--- src/rtl/acs_pkg.sv ---
package acs_pkg;
  localparam int PM_W  = 8;
  localparam int BM_W  = 4;
  localparam int NIB_W = PM_W / 2;
  localparam int LOW_W = NIB_W + 1;

  typedef logic [PM_W-1:0]  pm_t;
  typedef logic [BM_W-1:0]  bm_t;
  typedef logic [NIB_W-1:0] nib_t;

  function automatic nib_t hi_nib(input pm_t p);
    return p[PM_W-1:NIB_W];
  endfunction

  function automatic nib_t lo_nib(input pm_t p);
    return p[NIB_W-1:0];
  endfunction

  // Relaxed survivor choice: 1 selects path B.
  function automatic logic rcs_pick(input pm_t a, input pm_t b, input bm_t ba, input bm_t bb);
    nib_t gap;
    logic [LOW_W-1:0] sa;
    logic [LOW_W-1:0] sb;
    gap = hi_nib(a) - hi_nib(b);
    sa  = LOW_W'(lo_nib(a)) + LOW_W'(ba);
    sb  = LOW_W'(lo_nib(b)) + LOW_W'(bb);
    if (gap == '0) return (sb < sa);
    return (!gap[NIB_W-1]);
  endfunction

  function automatic pm_t coarse_est(input pm_t p, input bm_t bm);
    nib_t lo;
    lo = bm[BM_W-1] ? {NIB_W{1'b1}} : lo_nib(p);
    return {hi_nib(p), lo};
  endfunction

  function automatic logic gap_exceeds(input nib_t main_hi, input nib_t est_hi);
    nib_t d;
    d = main_hi - est_hi;
    return !((d == '0) || (d == nib_t'(1)) || (d == {NIB_W{1'b1}}));
  endfunction
endpackage

--- src/rtl/acs_relaxed_cs.sv ---
module acs_relaxed_cs
  import acs_pkg::*;
(
  input  logic [1:0][PM_W-1:0] pm_pair,
  input  logic [1:0][BM_W-1:0] bm_pair,
  output logic                 pick,
  output logic [PM_W-1:0]      sel_pm,
  output logic [BM_W-1:0]      sel_bm
);
  always_comb begin
    pick   = rcs_pick(pm_pair[0], pm_pair[1], bm_pair[0], bm_pair[1]);
    sel_pm = pm_pair[pick];
    sel_bm = bm_pair[pick];
  end
endmodule

--- src/rtl/acs_main_add.sv ---
module acs_main_add
  import acs_pkg::*;
#(
  parameter int NPATH = 2
) (
  input  logic [NPATH-1:0][PM_W-1:0] pm_pair,
  input  logic [NPATH-1:0][BM_W-1:0] bm_pair,
  input  logic [$clog2(NPATH)-1:0]   pick,
  input  logic [NIB_W-1:0]           inj_mask,
  output logic [PM_W-1:0]            main_metric
);
  logic [NPATH-1:0][PM_W-1:0] cand;

  for (genvar g = 0; g < NPATH; g++) begin : g_add
    assign cand[g] = pm_pair[g] + PM_W'(bm_pair[g]);
  end

  assign main_metric = cand[pick] ^ {inj_mask, {NIB_W{1'b0}}};
endmodule

--- src/rtl/acs_estimator.sv ---
module acs_estimator
  import acs_pkg::*;
(
  input  logic [PM_W-1:0] sel_pm,
  input  logic [BM_W-1:0] sel_bm,
  output logic [PM_W-1:0] est_metric
);
  assign est_metric = coarse_est(sel_pm, sel_bm);
endmodule

--- src/rtl/acs_ant_decide.sv ---
module acs_ant_decide
  import acs_pkg::*;
(
  input  logic [PM_W-1:0] main_metric,
  input  logic [PM_W-1:0] est_metric,
  output logic            err,
  output logic [PM_W-1:0] fixed_metric
);
  always_comb begin
    err          = gap_exceeds(hi_nib(main_metric), hi_nib(est_metric));
    fixed_metric = err ? est_metric : main_metric;
  end
endmodule

--- src/rtl/acs_ant_cell.sv ---
module acs_ant_cell
  import acs_pkg::*;
(
  input  logic             clk,
  input  logic             rst_n,
  input  logic [PM_W-1:0]  pm_a_in,
  input  logic [PM_W-1:0]  pm_b_in,
  input  logic [BM_W-1:0]  bm_a_in,
  input  logic [BM_W-1:0]  bm_b_in,
  input  logic [NIB_W-1:0] inj_mask,
  output logic [PM_W-1:0]  pm_out,
  output logic             dec_out,
  output logic             err_out
);
  logic [1:0][PM_W-1:0] pm_pair;
  logic [1:0][BM_W-1:0] bm_pair;
  logic                 pick_w;
  logic [PM_W-1:0]      sel_pm_w;
  logic [BM_W-1:0]      sel_bm_w;
  logic [PM_W-1:0]      main_w;
  logic [PM_W-1:0]      est_w;
  logic                 err_w;
  logic [PM_W-1:0]      fixed_w;

  assign pm_pair = {pm_b_in, pm_a_in};
  assign bm_pair = {bm_b_in, bm_a_in};

  acs_relaxed_cs u_rcs (
    .pm_pair(pm_pair), .bm_pair(bm_pair),
    .pick(pick_w), .sel_pm(sel_pm_w), .sel_bm(sel_bm_w)
  );

  acs_main_add #(.NPATH(2)) u_add (
    .pm_pair(pm_pair), .bm_pair(bm_pair), .pick(pick_w),
    .inj_mask(inj_mask), .main_metric(main_w)
  );

  acs_estimator u_est (
    .sel_pm(sel_pm_w), .sel_bm(sel_bm_w), .est_metric(est_w)
  );

  acs_ant_decide u_dec (
    .main_metric(main_w), .est_metric(est_w),
    .err(err_w), .fixed_metric(fixed_w)
  );

  always_ff @(posedge clk or negedge rst_n) begin
    if (!rst_n) begin
      pm_out  <= '0;
      dec_out <= 1'b0;
      err_out <= 1'b0;
    end else begin
      pm_out  <= fixed_w;
      dec_out <= pick_w;
      err_out <= err_w;
    end
  end
endmodule

--- config.mk ---
export PLATFORM = sky130hd
export DESIGN_NAME = acs_ant_cell
export DESIGN_NICKNAME = d
export VERILOG_FILES = /design/src/rtl/acs_pkg.sv /design/src/rtl/acs_relaxed_cs.sv /design/src/rtl/acs_main_add.sv /design/src/rtl/acs_estimator.sv /design/src/rtl/acs_ant_decide.sv /design/src/rtl/acs_ant_cell.sv
export SDC_FILE = /design/constraint.sdc
export NUM_CORES = 1
export LEC_CHECK = 0
export BUFFER_PORTS_ARGS = -buffer_cell sky130_fd_sc_hd__buf_2
export CAP_MARGIN = 10
export CORE_AREA = 2 2 51 77
export DETAILED_ROUTE_END_ITERATION = 16
export DIE_AREA = 0 0 53 79
export PLACE_DENSITY = 0.91
export SKIP_LAST_GASP = 1
export SLEW_MARGIN = 20
export SYNTH_ARGS = -nofsm -noshare
export SYNTH_HDL_FRONTEND = slang
export SYNTH_HIERARCHICAL = 1
export SYNTH_SLANG_ARGS = --single-unit
--- constraint.sdc ---
create_clock -name clk -period 0.8 [get_ports clk]
set_clock_uncertainty 0.05 [all_clocks]
set_input_delay 0.04 -clock clk [delete_from_list [all_inputs] [get_ports clk]]
set_output_delay 0.04 -clock clk [all_outputs]
set_load 0.03 [all_outputs]
==> results of run 1 <==
## metrics by stage
| step | setup WS [ps] | utilization (%) |
|---|---|---|
| CTS | -3090 | 90.5 |
| detailed placement | -3540 | 80.2 |
| global placement | -3270 | 80.2 |
| floorplan | -3280 | - |
## what timing repair did
action	CTS
setup buffers	12
pin swaps	23
cloned	1
setup endpoints to repair	20
hold endpoints to repair	10
hold buffers	1
resized for setup	54
## metal layers
layer	GRT overflow	track usage (%)
met4	9	83.1
met5	0	0
met1	0	69.8
met2	16	91.3
met3	0	49.1
==> results.ini, run 1 <==
[yosys]
yosysWarnings=6
synth_area_sq_mm=0.00204
netlist_instances=235
synth_fp_nets=296
synth.avg_cell_area_sq_um=8.66

[run_status]
failing_step=global routing (5_1_grt)
status=did not finish
firstError=[ERROR GRT-0232] Routing congestion too high. Check the congestion heatmap in the GUI.

[floorplanning]
ios=40
initial_utilization_pct=57.4
chipHeight_um=79
die_width_um=53
rows=27

[sta]
worst_endpoint=pm_out[2]$_DFF_PN0_/D
endpoint_type=sequential cell input

[grt]
overflow=25
track_usage_pct=72.3
grt_max_degree=15

[cts]
htree_levels=1
root_buffer=clkbuf_8
numCtsBuffers=3
cts_buffer_depth=2

[placed_design]
dp.cells=376
place_hpwl_um=5470
numPortBuffers=39
globalplace.congestion=0.870
placed_area_sq_mm=0.00285

==> run 2: changes to the inputs <==
--- a/config.mk
+++ b/config.mk
@@ -7,10 +7,10 @@
 export LEC_CHECK = 0
 export BUFFER_PORTS_ARGS = -buffer_cell sky130_fd_sc_hd__buf_2
 export CAP_MARGIN = 10
-export CORE_AREA = 2 2 51 77
+export CORE_AREA = 2 2 75 77
 export DETAILED_ROUTE_END_ITERATION = 16
-export DIE_AREA = 0 0 53 79
-export PLACE_DENSITY = 0.91
+export DIE_AREA = 0 0 77 79
+export PLACE_DENSITY_LB_ADDON = 0.15
 export SKIP_LAST_GASP = 1
 export SLEW_MARGIN = 20
 export SYNTH_ARGS = -nofsm -noshare
==> run 2 against run 1 <==
The flow now finishes, with violations (setup timing). Area after synthesis is the same. Synthesized cell count is the same.
==> results.ini, run 2 <==
[run_status]
status=finished with violations
violations=setup timing

[cells_and_area]
largest_register_ffs=8
top_regs=pm_out (8), dec_out (1), err_out (1)
final_layout_size_suffix_gt1_share_pct=53.6
area_delta_synth_final_pct=67.2
layout_common_cells=buf_4 (81), buf_2 (25), buf_6 (23)
regMostFlops=pm_out
layout_commonest_cell=buf_4
n_antenna_cell=0
design_area_sq_mm=0.00340
fillers=483
finalNetCount=420

[pwr]
sw_frac_of_total_pct=42.9
combPwrFrac_pct=84.7
leakage_nw=1.61
ir_worst_vdd_v=0.00148
p_switching_mw=4.15
power_mw=9.66
power_density_mw_per_mm2=2840
p_clk_share_pct=6.2
intPower_mw=5.52
seq_power_share_pct=9.1

[detailed_routing]
drc_errors=0
drt-total-wl_um=6000
ant_nets=0
wl_per_cell_um=14.0
drtIter0Drc=87
vias_per_cell=5.23
vias=2251
dr.pass1.iters=4

[run]
drv_cap=0

[yosys]
netlist_instances=235
yosysWarnings=6
synth_area_sq_mm=0.00204
synth_fp_nets=296
synth.avg_cell_area_sq_um=8.66

[placed_design]
placed_area_sq_mm=0.00286
numPortBuffers=39
place_hpwl_um=4450
globalplace.congestion=0.828

[floorplanning]
core_sq_mm=0.00534
ios=40
initial_utilization_pct=38.1
rows=27
die_width_um=77
chipHeight_um=79
die_area_sq_mm=0.00608

[setup_path]
crit_type=input port to flip-flop
worstPathRequired_ps=860
crit_slowest_cell=or4b_4
cp-end-kind=flip-flop
path_cells=buf_8 -> ha_4 -> fa_2 -> xnor2_1 -> ha_1 -> a21o_1 -> a31oi_4 -> o21ai_2 -> a41oi_2 -> buf_6 -> mux2i_4 -> xnor2_2 -> inv_2 -> ha_4 -> fa_2 -> xnor2_4 -> or4b_4 -> a31o_1
slowest_delay_ps=520
cp.arrival_ps=3990
cp_max_fo=4
start_kind=input port

[sta]
clock.fmax_ghz=0.255
final_hold_viol_count=0
setup_violations=20
fin_ws_ps=-3120
final-max-slew-violation-count=0
worst_slew_pin_slew_ps=409
final.period_utilization_pct=490
rsz0062_at_grt=yes
period_needed_ps=3920
slew_headroom_pct=72.7

[grt]
overflow=0
grt_pass1_vias=2210
track_usage_pct=19.4
grt_max_degree=15
antenna_found_initial=0
grt_pass1_wl_um=9690

[worst_hold_path]
min_path_type=input port to async pin

[cts]
numCtsBuffers=3
cts_tree=done
htree_levels=1
cts_buffer_depth=2
clkTransAtPathRegs_ps=40
root_buffer=clkbuf_8
cts.sinks=10

run 2: layout make-up:
class / count / area [sq um] / area share (%)
Clock buffer: 4 / 55.1 / 1.62
Sequential cell: 10 / 250 / 7.35
Inverter: 8 / 30.0 / 0.882
Multi-Input combinational cell: 205 / 1960 / 57.6
Tap cell: 72 / 90.1 / 2.65
Timing Repair Buffer: 131 / 1020 / 29.9
run 2: power by group through the flow:
stage	Combinational, mW	Sequential (mW)	Clock [mW]
after detailed placement	6.06	0.823	0
after global routing	8.86	0.906	0.660
final	8.19	0.878	0.595
after floorplan	3.61	1.33	0
after global placement	6.01	0.815	0
after CTS	7.32	0.877	0.608
run 2: routing by layer:
layer  wire length (um)  global-route usage (%)
met1               2690                    25.0
met2               3080                    35.6
met4                 86                    4.11
met3                146                    1.70
met5                  0                       0
run 2: worst paths after layout:
check,startpoint,to,slack [ps]
max in group asynchronous,rst_n,pm_out[5]$_DFF_PN0_,370
min in group clk,inj_mask[3],pm_out[7]$_DFF_PN0_,330
min,rst_n,pm_out[0]$_DFF_PN0_,150
max,bm_a_in[0],pm_out[7]$_DFF_PN0_,-3120
run 2: what timing repair did:
item / CTS / global route
hold buffers: 1 / 0
endpoints found under the setup margin: 20 / 20
gates resized for setup: 49 / 35
hold endpoints to repair: 10 / 0
cloned: 1 / 1
setup buffers: 18 / 4
pin swaps: 21 / 23
run 2: critical path, delay by kind of cell:
| family | cells | cell delay [ps] |
|---|---|---|
| compound gates | 5 | 880 |
| xor+xnor | 3 | 450 |
| fa+ha+maj | 5 | 1500 |
| buf+inv | 3 | 340 |
| mux | 1 | 240 |
| simple gates | 1 | 520 |
run 2: through the flow:
stage / setup TNS (ps) / worst slack (ps) / hold WS (ps) / utilization [%] / instances
2_1_floorplan: -30030 / -3280 / -306 / - / 235
3_3_place_gp: -31810 / -3400 / -147 / 53.5 / 403
3_5_place_dp: -32260 / -3460 / -147 / 53.5 / 403
4_1_cts: -29340 / -3160 / 146 / 60.7 / 427
5_1_grt: -30550 / -3270 / 162 / 63.8 / 430
6_report: -28800 / -3120 / 154 / 63.8 / 430
(Power assumes the default switching activity.)
